[src/rtl/rxh_pkg.sv]
package rxh_pkg;
  typedef enum logic [1:0] {ST_IDLE, ST_START, ST_DATA, ST_STOP} rxState_t;

  // strobes from control to datapath
  typedef struct packed {
    logic shiftBit;   // sample line into shift register
    logic frameDone;  // stop bit sampled, frame complete
  } rxStrobe_t;
endpackage

[src/rtl/rxh_ctrl.sv]
module rxh_ctrl
  import rxh_pkg::*;
#(
  parameter int OVERSAMPLE = 16,
  parameter int DATA_W     = 8
) (
  input  logic      clk,
  input  logic      rst_n,
  input  logic      blockEn,
  input  logic      baudTick,
  input  logic      len7,
  input  logic      rxSync,
  input  logic      rxFall,
  output rxStrobe_t strobe
);
  localparam int TICK_W = $clog2(OVERSAMPLE);
  localparam int BIT_W  = $clog2(DATA_W);
  localparam logic [TICK_W-1:0] HALF_T = TICK_W'(OVERSAMPLE/2 - 1);
  localparam logic [TICK_W-1:0] FULL_T = TICK_W'(OVERSAMPLE - 1);

  rxState_t          state;
  logic [TICK_W-1:0] tickCnt;
  logic [BIT_W-1:0]  bitCnt;
  logic [BIT_W-1:0]  lastBit;

  assign lastBit = len7 ? BIT_W'(DATA_W - 2) : BIT_W'(DATA_W - 1);

  always_comb begin
    strobe.shiftBit  = (state == ST_DATA) && baudTick && (tickCnt == FULL_T);
    strobe.frameDone = (state == ST_STOP) && baudTick && (tickCnt == FULL_T);
  end

  always_ff @(posedge clk or negedge rst_n) begin
    if (!rst_n) begin
      state   <= ST_IDLE;
      tickCnt <= '0;
      bitCnt  <= '0;
    end else if (!blockEn) begin
      state   <= ST_IDLE;
      tickCnt <= '0;
      bitCnt  <= '0;
    end else begin
      unique case (state)
        ST_IDLE: begin
          tickCnt <= '0;
          bitCnt  <= '0;
          if (rxFall) state <= ST_START;
        end
        ST_START: if (baudTick) begin
          if (tickCnt == HALF_T) begin
            tickCnt <= '0;
            state   <= rxSync ? ST_IDLE : ST_DATA;
          end else begin
            tickCnt <= tickCnt + 1'b1;
          end
        end
        ST_DATA: if (baudTick) begin
          tickCnt <= tickCnt + 1'b1;
          if (tickCnt == FULL_T) begin
            if (bitCnt == lastBit) state <= ST_STOP;
            else bitCnt <= bitCnt + 1'b1;
          end
        end
        ST_STOP: if (baudTick) begin
          tickCnt <= tickCnt + 1'b1;
          if (tickCnt == FULL_T) state <= ST_IDLE;
        end
        default: state <= ST_IDLE;
      endcase
    end
  end

  // data phase is entered only when the line was still low at mid start bit
  a_r9_start_recheck: assert property (@(posedge clk) disable iff (!rst_n)
    (state == ST_DATA && $past(state) == ST_START) |-> !$past(rxSync));

  // a disabled block does not leave idle
  a_r10_idle_when_off: assert property (@(posedge clk) disable iff (!rst_n)
    !blockEn |=> state == ST_IDLE);
endmodule

[src/rtl/rxh_dpath.sv]
module rxh_dpath
  import rxh_pkg::*;
#(
  parameter int DATA_W = 8
) (
  input  logic              clk,
  input  logic              rst_n,
  input  logic              blockEn,
  input  logic              rxEn,
  input  logic              len7,
  input  logic              rxLine,
  input  logic              rdStrobe,
  input  logic              errClear,
  input  rxStrobe_t         strobe,
  output logic              rxSync,
  output logic              rxFall,
  output logic [DATA_W-1:0] holdData,
  output logic              rxDone,
  output logic              overrunErr,
  output logic              frameErr
);
  logic              sync1, sync2, rxPrev;
  logic [DATA_W-1:0] shiftReg;
  logic [DATA_W-1:0] charWord;
  logic              pending;
  logic              pendingNow;
  logic              accept;
  logic              overrun;

  assign rxSync = sync2;
  assign rxFall = rxPrev & ~sync2;

  always_ff @(posedge clk or negedge rst_n) begin
    if (!rst_n) begin
      sync1  <= 1'b1;
      sync2  <= 1'b1;
      rxPrev <= 1'b1;
    end else begin
      sync1  <= rxLine;
      sync2  <= sync1;
      rxPrev <= sync2;
    end
  end

  always_ff @(posedge clk or negedge rst_n) begin
    if (!rst_n) shiftReg <= '1;
    else if (strobe.shiftBit) shiftReg <= {sync2, shiftReg[DATA_W-1:1]};
  end

  assign charWord   = len7 ? {1'b0, shiftReg[DATA_W-1:1]} : shiftReg;
  assign pendingNow = pending & ~rdStrobe;
  assign accept     = strobe.frameDone & rxEn & ~pendingNow;
  assign overrun    = strobe.frameDone & rxEn & pendingNow;

  always_ff @(posedge clk or negedge rst_n) begin
    if (!rst_n) begin
      holdData   <= '1;
      rxDone     <= 1'b0;
      pending    <= 1'b0;
      overrunErr <= 1'b0;
      frameErr   <= 1'b0;
    end else if (!blockEn) begin
      holdData   <= '1;
      rxDone     <= 1'b0;
      pending    <= 1'b0;
      overrunErr <= 1'b0;
      frameErr   <= 1'b0;
    end else begin
      rxDone <= accept;
      if (accept) begin
        holdData <= charWord;
        pending  <= 1'b1;
      end else if (rdStrobe) begin
        pending  <= 1'b0;
      end
      if (overrun) overrunErr <= 1'b1;
      else if (errClear) overrunErr <= 1'b0;
      if (accept && !sync2) frameErr <= 1'b1;
      else if (errClear) frameErr <= 1'b0;
    end
  end

  // completion pulse lasts one cycle
  a_r3_single_pulse: assert property (@(posedge clk) disable iff (!rst_n)
    rxDone |=> !rxDone);

  // holding register changes only together with a completion pulse
  a_r2_write_with_pulse: assert property (@(posedge clk) disable iff (!rst_n)
    ($past(blockEn) && !$stable(holdData)) |-> rxDone);

  // no pulse for a frame finished while reception was disabled
  a_r4_no_pulse_when_off: assert property (@(posedge clk) disable iff (!rst_n)
    rxDone |-> $past(rxEn));

  // 7-bit characters have bit 7 clear
  a_r5_msb_zero: assert property (@(posedge clk) disable iff (!rst_n)
    (rxDone && $past(len7)) |-> !holdData[DATA_W-1]);

  // an overrun leaves the register untouched
  a_r6_overrun_keeps: assert property (@(posedge clk) disable iff (!rst_n)
    $rose(overrunErr) |-> ($stable(holdData) && !rxDone));

  // disabled block reads all ones
  a_r10_forced_ones: assert property (@(posedge clk) disable iff (!rst_n)
    !blockEn |=> holdData == '1);
endmodule

[src/rtl/uart_rx_hold.sv]
module uart_rx_hold
  import rxh_pkg::*;
#(
  parameter int OVERSAMPLE = 16,
  parameter int DATA_W     = 8
) (
  input  logic              clk,
  input  logic              rst_n,
  input  logic              blockEn,
  input  logic              rxEn,
  input  logic              len7,
  input  logic              baudTick,
  input  logic              rxLine,
  input  logic              rdStrobe,
  input  logic              errClear,
  output logic [DATA_W-1:0] holdData,
  output logic              rxDone,
  output logic              overrunErr,
  output logic              frameErr
);
  rxStrobe_t strobe;
  logic      rxSync;
  logic      rxFall;

  rxh_ctrl #(.OVERSAMPLE(OVERSAMPLE), .DATA_W(DATA_W)) i_ctrl (
    .clk      (clk),
    .rst_n    (rst_n),
    .blockEn  (blockEn),
    .baudTick (baudTick),
    .len7     (len7),
    .rxSync   (rxSync),
    .rxFall   (rxFall),
    .strobe   (strobe)
  );

  rxh_dpath #(.DATA_W(DATA_W)) i_dpath (
    .clk        (clk),
    .rst_n      (rst_n),
    .blockEn    (blockEn),
    .rxEn       (rxEn),
    .len7       (len7),
    .rxLine     (rxLine),
    .rdStrobe   (rdStrobe),
    .errClear   (errClear),
    .strobe     (strobe),
    .rxSync     (rxSync),
    .rxFall     (rxFall),
    .holdData   (holdData),
    .rxDone     (rxDone),
    .overrunErr (overrunErr),
    .frameErr   (frameErr)
  );
endmodule

[config.mk]
export PLATFORM = sky130hd
export DESIGN_NAME = uart_rx_hold
export DESIGN_NICKNAME = d
export VERILOG_FILES = /design/src/rtl/rxh_pkg.sv /design/src/rtl/rxh_ctrl.sv /design/src/rtl/rxh_dpath.sv /design/src/rtl/uart_rx_hold.sv
export SDC_FILE = /design/constraint.sdc
export NUM_CORES = 1
export LEC_CHECK = 0
export ABC_AREA = 1
export CAP_MARGIN = 40
export CORE_MARGIN = 2
export CORE_UTILIZATION = 58
export DETAILED_ROUTE_END_ITERATION = 16
export GPL_ROUTABILITY_DRIVEN = 0
export GPL_TIMING_DRIVEN = 0
export PLACE_DENSITY = 0.91
export SLEW_MARGIN = 30
export SYNTH_ARGS = -nofsm -noshare
export SYNTH_HDL_FRONTEND = slang
export SYNTH_SLANG_ARGS = --single-unit
export TNS_END_PERCENT = 100
[constraint.sdc]
create_clock -name clk -period 4.1 [get_ports clk]
set_input_delay 0.41 -clock clk [delete_from_list [all_inputs] [get_ports clk]]
set_output_delay 0.41 -clock clk [all_outputs]
set_load 0.01 [all_outputs]
==> impl_metrics.py, run 1 <==
metrics = {
    "floorplan": {
        "die_width_um": 56.0,
        "row_count": 18,
        "initial_core_util": 0.622,
        "top_level_ports": 20,
        "std_cell_core_area_mm2": 0.00252,
        "dieHeight_um": 56.0,
        "fp.dieArea_mm2": 0.00313,
    },
    "global_route": {
        "grt_max_degree": 33,
        "grtUsageTotal": 0.213,
        "global_route.overflow_total": 0,
        "grt_first_pass_wirelength_um": 5190,
        "grt_pass1_vias": 1244,
        "grt_antenna_before_repair": 0,
    },
    "yosys": {
        "synth-edff-count": 0,
        "yosysMostFrequentCell": "sky130_fd_sc_hd__nand2_1",
        "synth_cell_type_count": 26,
        "ys.flop_type": "sky130_fd_sc_hd__dfstp_2",
        "netlist_area_mm2": 0.00157,
        "yosysTopAreaCellShare": 0.318,
        "yosys.area.top_type": "sky130_fd_sc_hd__dfstp_2",
        "synth-seq-cells": 32,
        "synth_async_sr_flop_share": 1.00,
        "synth_warnings": 0,
        "synth_seq_area_share": 0.526,
        "syn_nets": 195,
        "ranking_of_synthesized_cells_by_area": "sky130_fd_sc_hd__dfstp_2 32%, sky130_fd_sc_hd__dfrtp_1 21%, sky130_fd_sc_hd__nand2_1 11%",
        "ys_top_cells_by_count": "47 x sky130_fd_sc_hd__nand2_1, 21 x sky130_fd_sc_hd__inv_1, 19 x sky130_fd_sc_hd__dfstp_2",
        "post_synth_inst_count": 184,
        "synthesis.area_per_instance_um2": 8.52,
    },
    "worst_setup_path": {
        "setup.worst_path.class": "reg -> out",
        "critical_path.max_stage_delay_ns": 0.55,
        "endpoint_kind": "output port",
        "timing.critical_path.required_ns": 3.69,
        "path_max_fanout": 2,
        "critical_path.reg2reg.startpoint": "i_ctrl.tickCnt[0]",
        "setup.worst_path.start_class": "flop",
        "rr_endpoint": "i_dpath.shiftReg[3]",
        "r2r_cells": 5,
        "crit_slowest_cell": "sky130_fd_sc_hd__dfstp_2",
        "cpLargestDelayFamily": "flip-flops",
        "regToRegSetupSlack_ns": 2.58,
        "critical_path_cell_by_cell": "clkdlybuf4s50_1",
        "critical_path_arrival_ns": 1.41,
        "critPathBufInv": 1,
    },
    "sta": {
        "grt_setup_unrepaired": "no",
        "setup_viol": 0,
        "achievable-frequency_mhz": 551,
        "report.final.slew_viol_count": 0,
        "final_critical_path_required_period_ns": 1.82,
        "max_slew_margin": 0.558,
        "timing.final.crit_share": 0.443,
        "max_slew.worst_pin.slew_ns": 0.662,
        "post_route_setup_slack_ns": 2.28,
        "final.setup.tns_ns": 0,
        "timing.final.hold_violations": 0,
        "fin_worst_skew_ns": 0.00550,
    },
    "flow_run": {
        "cap_violations": 0,
    },
    "power_and_ir_drop": {
        "combinationalPowerShare": 0.201,
        "netSwitchingFraction": 0.320,
        "internal-power_w": 0.000492,
        "switchingPower_w": 0.000231,
        "power_leakage_nw": 0.854,
        "power.ir.vdd_worst_v": 0.000423,
        "power_per_cell_area_mw_per_mm2": 389,
        "power.clock.fraction": 0.290,
        "power_frac_seq": 0.509,
    },
    "finish": {
        "areaGrowthSynthToFinish_pct": 18.8,
        "layout_cell_share_with_drive_strength_beyond_1": 0.223,
        "nNetsFinal": 221,
        "antennaDiodeCount": 0,
        "fillers": 181,
    },
    "route": {
        "number_of_vias_in_the_routed_layout": 1296,
        "drcViolationCount": 0,
        "detail_route.iter0.violations": 60,
        "vias_per_cell": 5.38,
        "drtPass1Iterations": 5,
        "drt_wl_total_um": 2980,
        "ant_nets": 0,
        "wire_per_inst_um": 12.4,
    },
    "place": {
        "dp_slack_ns": 2.18,
        "buffer_ports.inserted": 19,
        "place.detailed.hpwl_um": 2230,
    },
    "cts": {
        "number_of_buffers_inserted_by_post_cts_setup_repair": 0,
        "cts_resized": 0,
        "cts.root.buffer_cell": "sky130_fd_sc_hd__clkbuf_4",
        "postCtsHoldBufs": 0,
        "numClockSinks": 32,
        "clkTransAtPathRegs_ns": 0.10,
        "clk_path_buf_depth": 2,
        "tritoncts": "done",
        "clkLatencyLatePin_ns": 0.33,
        "cts_bufs_inserted": 5,
        "cts_htree_levels": 2,
    },
    "worst_hold_path": {
        "hold_path_class": "in -> async",
    },
    "status": {
        "status": "complete, no violations",
    },
}
[cell families after synthesis]
kind of cell             count (synthesis)  synth area share
flip-flops                              32             0.526
AND/OR/NAND/NOR                         89             0.267
buffers and inverters                   26            0.0686
adder cells (fa/ha/maj)                  2            0.0160
AO/OA/AOI/OAI                           34             0.117
XOR/XNOR                                 1           0.00559
[cells in the final DEF, fill, tap and decap left out]
| cell type | synthesis | routed |
|---|---|---|
| sky130_fd_sc_hd__clkbuf_1 | 1 | 2 |
| sky130_fd_sc_hd__nor2_1 | 17 | 17 |
| sky130_fd_sc_hd__o21ai_2 | 2 | 2 |
| sky130_fd_sc_hd__nor2_2 | 4 | 4 |
| sky130_fd_sc_hd__nand2_4 | 1 | 1 |
| sky130_fd_sc_hd__nor2_4 | 2 | 2 |
| sky130_fd_sc_hd__o22ai_1 | 1 | 1 |
| sky130_fd_sc_hd__inv_2 | 2 | 2 |
| sky130_fd_sc_hd__inv_4 | 1 | 1 |
| sky130_fd_sc_hd__nand2_1 | 47 | 47 |
| sky130_fd_sc_hd__clkbuf_16 | 0 | 1 |
| sky130_fd_sc_hd__ha_1 | 2 | 2 |
| sky130_fd_sc_hd__clkbuf_4 | 0 | 5 |
| sky130_fd_sc_hd__o21ai_0 | 17 | 17 |
| sky130_fd_sc_hd__clkinv_2 | 0 | 1 |
| sky130_fd_sc_hd__nand3_1 | 8 | 8 |
| sky130_fd_sc_hd__clkdlybuf4s50_1 | 0 | 18 |
| sky130_fd_sc_hd__dfrtp_1 | 13 | 13 |
| sky130_fd_sc_hd__a21oi_2 | 1 | 1 |
| sky130_fd_sc_hd__buf_6 | 1 | 1 |
| sky130_fd_sc_hd__xor2_1 | 1 | 1 |
| sky130_fd_sc_hd__nand3_2 | 2 | 2 |
| sky130_fd_sc_hd__nor3_1 | 1 | 1 |
| sky130_fd_sc_hd__nor3_4 | 1 | 1 |
| sky130_fd_sc_hd__dfstp_2 | 19 | 19 |
| sky130_fd_sc_hd__nand2_2 | 3 | 3 |
| sky130_fd_sc_hd__a21oi_1 | 13 | 13 |
| sky130_fd_sc_hd__buf_2 | 0 | 1 |
| sky130_fd_sc_hd__inv_1 | 21 | 21 |
| sky130_fd_sc_hd__nand4_1 | 2 | 2 |
| sky130_fd_sc_hd__nor3b_1 | 1 | 1 |
[routing by layer]
layer  up-vias  part of all wire  wire, µm  global-route usage
li1        644                 -         -                   -
met2        30              0.49      1460               0.338
met5         -                 0         0                   0
met4         0             0.012        35              0.0748
met1       618              0.45      1340               0.272
met3         4             0.047       141              0.0721
[registers in the layout, summed over array words and instances, names as in the netlist, 2 cells and up]
name / flops
i_ctrl.bitCnt: 3
i_ctrl.state: 2
i_ctrl.tickCnt: 4
i_dpath.holdData: 8
i_dpath.shiftReg: 8
[worst max-delay path by stage]
stage	slack, ns	cells past startpoint	from	endpoint
5_1_grt	2.23	1	i_dpath.holdData[5]	holdData[5]
6_report	2.28	1	i_dpath.holdData[5]	holdData[5]
2_1_floorplan	2.77	6	i_ctrl.tickCnt[0]	i_dpath.shiftReg[7]
3_5_place_dp	2.18	8	blockEn	i_ctrl.state[0]
4_1_cts	2.27	1	i_dpath.holdData[6]	holdData[6]
3_3_place_gp	2.12	1	rst_n	i_ctrl.bitCnt[2]
[layout make-up]
type | instances | area, µm² | area share
flip-flops and latches | 32 | 825 | 0.443
multi-input cells | 126 | 636 | 0.341
repair buffers | 19 | 185 | 0.0995
inverters | 24 | 92.6 | 0.0497
clock buffers | 7 | 66.3 | 0.0356
well taps | 30 | 37.5 | 0.0202
plain buffers | 2 | 15.0 | 0.00806
clock inverters | 1 | 5.00 | 0.00269
[power by group through the flow]
stage / clock (W) / sequential (W) / combinational, W
2_1_floorplan: 0 / 0.000366 / 0.000106
3_3_place_gp: 0 / 0.000370 / 0.000135
5_1_grt: 0.000233 / 0.000371 / 0.000163
6_report: 0.000210 / 0.000368 / 0.000145
4_1_cts: 0.000217 / 0.000368 / 0.000146
3_5_place_dp: 0 / 0.000373 / 0.000144
[stage by stage]
step / utilization / std cells / hold slack [ns] / cell area (µm²) / total power [W]
final: 0.738 / 241 / 0.101 / 1860 / 0.000723
after global routing: 0.738 / 241 / 0.138 / 1860 / 0.000767
after CTS: 0.738 / 241 / 0.117 / 1860 / 0.000731
after detailed placement: 0.710 / 233 / 0.347 / 1790 / 0.000518
after global placement: 0.712 / 233 / 0.347 / 1800 / 0.000505
after floorplan: - / 184 / 0.114 / 1570 / 0.000472
(Power assumes the default switching activity.)
==> inputs of run 2 (changes only) <==
CORE_UTILIZATION = 54   (was 58)
PLACE_DENSITY = 0.86   (was 0.91)
clock period = 1.7 ns   (was 4.1 ns; I/O delays follow)
==> run 2 against run 1 <==
Net effect: hold slack better by 0.14 ns; via count shrank 1.0%; core utilization shrank 5.7 points; die area is 6.9% higher; critical path type is now reg -> reg; sequential cell count unchanged; critical endpoint is now i_dpath.shiftReg[7]; global-route usage shrank 0.92 points; sequential share of layout area down 0.38 points.
==> impl_metrics.py, run 2 (synthesized netlist as in run 1, its figures left out) <==
metrics = {
    "floorplan": {
        "dieHeight_um": 57.9,
        "std_cell_core_area_mm2": 0.00276,
        "fp.dieArea_mm2": 0.00335,
        "top_level_ports": 20,
        "initial_core_util": 0.569,
        "die_width_um": 57.9,
        "row_count": 19,
    },
    "worst_setup_path": {
        "critical_path_start": "i_ctrl.tickCnt[0]",
        "r2r_cells": 6,
        "cp_num_cells": 6,
        "setup.worst_path.start_class": "flop",
        "rr_endpoint": "i_dpath.shiftReg[7]",
        "critical_path.reg2reg.startpoint": "i_ctrl.tickCnt[0]",
        "path_max_fanout": 10,
        "critical_path_arrival_ns": 1.83,
        "timing.critical_path.required_ns": 1.96,
        "cpLargestDelayFamily": "simple AND/OR/NAND/NOR gates",
        "critical_path.max_stage_delay_ns": 0.39,
        "regToRegSetupSlack_ns": 0.13,
        "timing.critical_path.to": "i_dpath.shiftReg[7]",
        "endpoint_kind": "flop",
        "critical_path_cell_by_cell": "ha_1 -> nand3_2 -> nor3_4 -> buf_6 -> nand2_1 -> o21ai_2",
        "crit_slowest_cell": "sky130_fd_sc_hd__dfrtp_1",
        "critPathBufInv": 1,
        "setup.worst_path.class": "reg -> reg",
    },
    "sta": {
        "max_slew.worst_pin.slew_ns": 0.680,
        "post_route_setup_slack_ns": 0.126,
        "achievable-frequency_mhz": 635,
        "timing.final.crit_share": 0.926,
        "timing.final.hold_violations": 0,
        "report.final.slew_viol_count": 0,
        "max_slew_margin": 0.547,
        "grt_setup_unrepaired": "no",
        "setup_viol": 0,
        "fin_worst_skew_ns": 0.00769,
        "final_critical_path_required_period_ns": 1.57,
    },
    "finish": {
        "fillers": 214,
        "layout_commonest_cell": "sky130_fd_sc_hd__nand2_1",
        "biggestRegsByFlops": "i_dpath.holdData: 8 flops, i_dpath.shiftReg: 8 flops, i_ctrl.tickCnt: 4 flops",
        "final_cell_mix": "47 x sky130_fd_sc_hd__nand2_1, 21 x sky130_fd_sc_hd__inv_1, 19 x sky130_fd_sc_hd__dfstp_2, 18 x sky130_fd_sc_hd__clkdlybuf4s50_1",
        "nNetsFinal": 222,
        "layout_cell_share_with_drive_strength_beyond_1": 0.222,
        "finish.cell_count_without_fillers": 243,
        "areaGrowthSynthToFinish_pct": 19.8,
        "antennaDiodeCount": 0,
    },
    "cts": {
        "cts_resized": 0,
        "cts_bufs_inserted": 5,
        "tritoncts": "done",
        "cts_htree_levels": 2,
        "clkTransAtPathRegs_ns": 0.10,
        "clkLatencyLatePin_ns": 0.32,
        "number_of_buffers_inserted_by_post_cts_setup_repair": 0,
        "numClockSinks": 32,
        "cts.root.buffer_cell": "sky130_fd_sc_hd__clkbuf_4",
        "clk_path_buf_depth": 2,
    },
    "power_and_ir_drop": {
        "power_leakage_nw": 0.860,
        "power.ir.vdd_worst_v": 0.000864,
        "power_per_cell_area_mw_per_mm2": 956,
    },
    "place": {
        "dp_slack_ns": -0.000126,
        "place.detailed.hpwl_um": 2200,
        "buffer_ports.inserted": 19,
        "dpl.cell_count": 234,
    },
    "worst_hold_path": {
        "hold_path_class": "in -> reg",
    },
    "route": {
        "number_of_vias_in_the_routed_layout": 1283,
        "detail_route.iter0.violations": 60,
        "ant_nets": 0,
        "drtPass1Iterations": 5,
        "wire_per_inst_um": 12.4,
        "drt_wl_total_um": 3020,
        "drcViolationCount": 0,
        "vias_per_cell": 5.28,
    },
    "status": {
        "status": "complete, no violations",
    },
    "flow_run": {
        "cap_violations": 0,
    },
    "global_route": {
        "grt_pass1_vias": 1236,
        "grtUsageTotal": 0.204,
        "global_route.overflow_total": 0,
        "grt_antenna_before_repair": 0,
        "grt_max_degree": 33,
        "grt_first_pass_wirelength_um": 5150,
    },
}
-- run 2: cell types whose count changed in the layout (fill, tap and decap cells not counted), sizes merged --
cell         previous run  this run
clkbuf                  8         7
bufinv                  0         1
dlygate4sd3             0         1
-- run 2: routing by layer --
layer  vias to the layer above  wire length (µm)  track usage  share of wire
met3                         8               173       0.0513          0.057
met2                        41              1490        0.325           0.49
met4                         0                57        0.113          0.019
li1                        639                 -            -              -
met5                         -                 0            0              0
met1                       595              1300        0.253           0.43
-- run 2: layout make-up --
type / instances / area (µm²) / share of cell area
buffer: 2 / 15.0 / 0.00799
clock buffer: 6 / 41.3 / 0.0220
clock inverter: 2 / 35.0 / 0.0187
inverter: 24 / 92.6 / 0.0493
multi-input combinational: 126 / 636 / 0.338
sequential: 32 / 825 / 0.439
tap: 31 / 38.8 / 0.0207
timing repair buffer: 20 / 195 / 0.104
-- run 2: worst register-to-register path, delay by kind of cell, from the launching register on --
kind            cells  cell delay, ns
simple gates        3            0.62
fa+ha+maj           1            0.26
compound gates      1            0.05
buf+inv             1            0.20
flops               1            0.39
-- run 2: metrics by stage --
stage | hold WS, ns | setup TNS [ns] | power, W | instance area [µm²] | utilization
3_5_place_dp | 0.250 | -0.000126 | 0.00124 | 1790 | 0.650
4_1_cts | 0.226 | 0 | 0.00181 | 1880 | 0.681
6_report | 0.239 | 0 | 0.00180 | 1880 | 0.681
5_1_grt | 0.221 | 0 | 0.00191 | 1880 | 0.681
3_3_place_gp | 0.346 | -0.660 | 0.00122 | 1800 | 0.652
2_1_floorplan | -0.126 | 0 | 0.00114 | 1570 | -
-- run 2: where the power goes --
group	total, W	switching [W]	internal [W]	leakage [nW]
Clock	0.000561	0.000253	0.000308	0.0422
Combinational	0.000346	0.000225	0.000120	0.439
Sequential	0.000889	0.0000698	0.000819	0.379
Total	0.00180	0.000548	0.00125	0.860
-- run 2: worst min path at each step --
stage | startpoint | end | slack (ns) | cells past startpoint
2_1_floorplan | rst_n | i_ctrl.bitCnt[0] | -0.13 | 0
6_report | rxLine | i_dpath.sync1 | 0.24 | 1
3_5_place_dp | rst_n | i_ctrl.tickCnt[0] | 0.25 | 1
3_3_place_gp | i_dpath.sync1 | i_dpath.rxSync | 0.35 | 0
4_1_cts | rxLine | i_dpath.sync1 | 0.23 | 1
5_1_grt | rxLine | i_dpath.sync1 | 0.22 | 1
-- run 2: repair_timing --
| action | in CTS | in global routing |
|---|---|---|
| hold buffers | 1 | 0 |
| setup endpoints to repair | 0 | 0 |
| endpoints found under the hold margin | 13 | 0 |
==> inputs of run 3 (changes only) <==
SYNTH_HIERARCHICAL = 1   (was not set)
==> run 3 against run 2 <==
Net effect: sequential cell count did not move; final cell count grew 12%; wire length rose by 9.0%; critical path depth shrank 5; synthesized cell count rose by 14%; clock-buffer cell count stayed put; critical endpoint is now holdData[3]; largest power group unchanged; highest routed layer unchanged.
==> impl_metrics.py, run 3 <==
metrics = {
    "yosys": {
        "yosysMostFrequentCell": "sky130_fd_sc_hd__nand2_1",
        "synthesis.area_per_instance_um2": 7.85,
        "synth_warnings": 6,
        "ys_top_cells_by_count": "70 x sky130_fd_sc_hd__nand2_1, 24 x sky130_fd_sc_hd__nand3_1, 21 x sky130_fd_sc_hd__inv_1",
        "synth-seq-cells": 32,
        "ranking_of_synthesized_cells_by_area": "sky130_fd_sc_hd__dfstp_2 30%, sky130_fd_sc_hd__dfrtp_1 20%, sky130_fd_sc_hd__nand2_1 16%",
        "yosysTopAreaCellShare": 0.303,
        "synth-edff-count": 0,
        "yosys.area.top_type": "sky130_fd_sc_hd__dfstp_2",
        "synth_seq_area_share": 0.500,
        "post_synth_inst_count": 210,
        "synth_async_sr_flop_share": 1.00,
        "ys.flop_type": "sky130_fd_sc_hd__dfstp_2",
        "netlist_area_mm2": 0.00165,
        "synth_cell_type_count": 25,
        "syn_nets": 221,
    },
    "worst_setup_path": {
        "timing.critical_path.required_ns": 1.53,
        "path_max_fanout": 2,
        "setup.worst_path.class": "reg -> out",
        "setup.worst_path.start_class": "flop",
        "endpoint_kind": "output port",
        "crit_slowest_cell": "sky130_fd_sc_hd__dfstp_2",
        "critical_path.reg2reg.startpoint": "i_ctrl/tickCnt[0]",
        "r2r_cells": 9,
        "critical_path_cell_by_cell": "clkdlybuf4s50_1",
        "critical_path.max_stage_delay_ns": 0.55,
        "critical_path_arrival_ns": 1.41,
        "critPathBufInv": 1,
        "regToRegSetupSlack_ns": 0.14,
        "cpLargestDelayFamily": "flip-flops",
        "rr_endpoint": "i_dpath/holdData[2]",
    },
    "sta": {
        "final_critical_path_required_period_ns": 1.58,
        "post_route_setup_slack_ns": 0.117,
        "finalHoldWorstSlack_ns": 0.243,
        "max_slew_margin": 0.545,
        "fin_worst_skew_ns": 0.00972,
        "timing.final.hold_violations": 0,
        "achievable-frequency_mhz": 632,
        "grt_setup_unrepaired": "no",
        "max_slew.worst_pin.slew_ns": 0.682,
        "timing.final.crit_share": 0.931,
        "final.setup.tns_ns": 0,
        "report.final.slew_viol_count": 0,
        "setup_viol": 0,
    },
    "place": {
        "buffer_ports.inserted": 19,
        "dp_slack_ns": -0.278,
        "place.detailed.hpwl_um": 2280,
    },
    "global_route": {
        "grt_antenna_before_repair": 0,
        "global_route.overflow_total": 0,
        "grtUsageTotal": 0.215,
        "grt_first_pass_wirelength_um": 5640,
        "grt_pass1_vias": 1295,
        "grt_max_degree": 33,
    },
    "route": {
        "number_of_vias_in_the_routed_layout": 1423,
        "ant_nets": 0,
        "wire_per_inst_um": 12.1,
        "vias_per_cell": 5.21,
        "detail_route.iter0.violations": 67,
        "drt_wl_total_um": 3290,
        "drcViolationCount": 0,
        "drtPass1Iterations": 4,
    },
    "worst_hold_path": {
        "hold-path-cell-count": 1,
        "min_delay_worst_endpoint": "i_dpath/sync1",
        "hold_path_class": "in -> reg",
        "worstHoldStart": "rxLine",
    },
    "finish": {
        "antennaDiodeCount": 0,
        "final_cell_mix": "70 x sky130_fd_sc_hd__nand2_1, 23 x sky130_fd_sc_hd__nand3_1, 21 x sky130_fd_sc_hd__inv_1, 19 x sky130_fd_sc_hd__dfstp_2, 18 x sky130_fd_sc_hd__clkdlybuf4s50_1",
        "areaGrowthSynthToFinish_pct": 21.0,
        "nNetsFinal": 250,
        "biggestRegsByFlops": "i_dpath/holdData: 8 flops, i_dpath/shiftReg: 8 flops, i_ctrl/tickCnt: 4 flops",
        "layout_commonest_cell": "sky130_fd_sc_hd__nand2_1",
        "layout_cell_share_with_drive_strength_beyond_1": 0.233,
    },
    "flow_run": {
        "cap_violations": 0,
    },
    "floorplan": {
        "std_cell_core_area_mm2": 0.00298,
        "dieHeight_um": 59.2,
        "row_count": 20,
        "die_width_um": 59.2,
        "fp.dieArea_mm2": 0.00351,
        "initial_core_util": 0.553,
        "top_level_ports": 20,
    },
    "cts": {
        "clkTransAtPathRegs_ns": 0.10,
        "clkLatencyLatePin_ns": 0.33,
        "cts_htree_levels": 2,
        "clk_path_buf_depth": 2,
        "cts_bufs_inserted": 5,
        "tritoncts": "done",
        "numClockSinks": 32,
        "cts.root.buffer_cell": "sky130_fd_sc_hd__clkbuf_4",
    },
    "power_and_ir_drop": {
        "power_per_cell_area_mw_per_mm2": 996,
        "power.ir.vdd_worst_v": 0.000555,
        "power_leakage_nw": 1.01,
    },
    "status": {
        "status": "complete, no violations",
    },
}
run 3: cell families after synthesis:
| kind of cell | after synthesis | share of synthesized area |
|---|---|---|
| buf+inv | 31 | 0.0828 |
| compound gates | 20 | 0.0661 |
| simple gates | 125 | 0.336 |
| fa+ha+maj | 2 | 0.0152 |
| flops | 32 | 0.500 |
run 3: area by class of cell:
cell class                      count  area, µm²
Timing Repair Buffer               22        210
Multi-Input combinational cell    147        706
Clock inverter                      2       35.0
Fill cell                         244        983
Clock buffer                        6       41.3
Buffer                              5       38.8
Sequential cell                    32        825
Tap cell                           33       41.3
Inverter                           26       97.6
run 3: stage by stage:
stage	area [µm²]	util	total power, W	instances
2_1_floorplan	1650	-	0.00124	210
3_3_place_gp	1880	0.631	0.00137	262
3_5_place_dp	1870	0.629	0.00138	262
4_1_cts	1970	0.662	0.00196	271
5_1_grt	1990	0.670	0.00211	273
6_report	1990	0.670	0.00199	273
run 3: metal layers:
| layer | vias to the layer above | share of wire | GRT usage |
|---|---|---|---|
| li1 | 723 | - | - |
| met4 | 0 | 0.0073 | 0.0909 |
| met5 | - | 0 | 0 |
| met2 | 36 | 0.49 | 0.336 |
| met3 | 2 | 0.045 | 0.0721 |
| met1 | 662 | 0.45 | 0.272 |
run 3: where the power goes:
| group | switching, W | internal, W |
|---|---|---|
| registers | 0.0000594 | 0.000853 |
| logic | 0.000286 | 0.000222 |
| clock network | 0.000257 | 0.000308 |
run 3: worst max path at each step:
| stage | from | to | slack (ns) | cells past startpoint |
|---|---|---|---|---|
| global route | i_ctrl/tickCnt[0] | i_dpath/holdData[2] | 0.01 | 9 |
| global placement | baudTick | i_dpath/shiftReg[5] | -0.25 | 6 |
| detailed placement | baudTick | i_dpath/shiftReg[1] | -0.28 | 6 |
| CTS | i_ctrl/tickCnt[0] | i_dpath/holdData[2] | 0.01 | 9 |
| finish | i_dpath/holdData[3] | holdData[3] | 0.12 | 1 |
| floorplan | i_ctrl/tickCnt[0] | i_dpath/shiftReg[7] | 0.16 | 6 |
run 3: timing repair:
action / 4_1_cts / 5_1_grt
hold buffers: 1 / 0
hold endpoints to repair: 13 / 0
buffers inserted: 0 / 2
resized for setup: 2 / 2
pin swaps: 0 / 0
endpoints found under the setup margin: 8 / 12
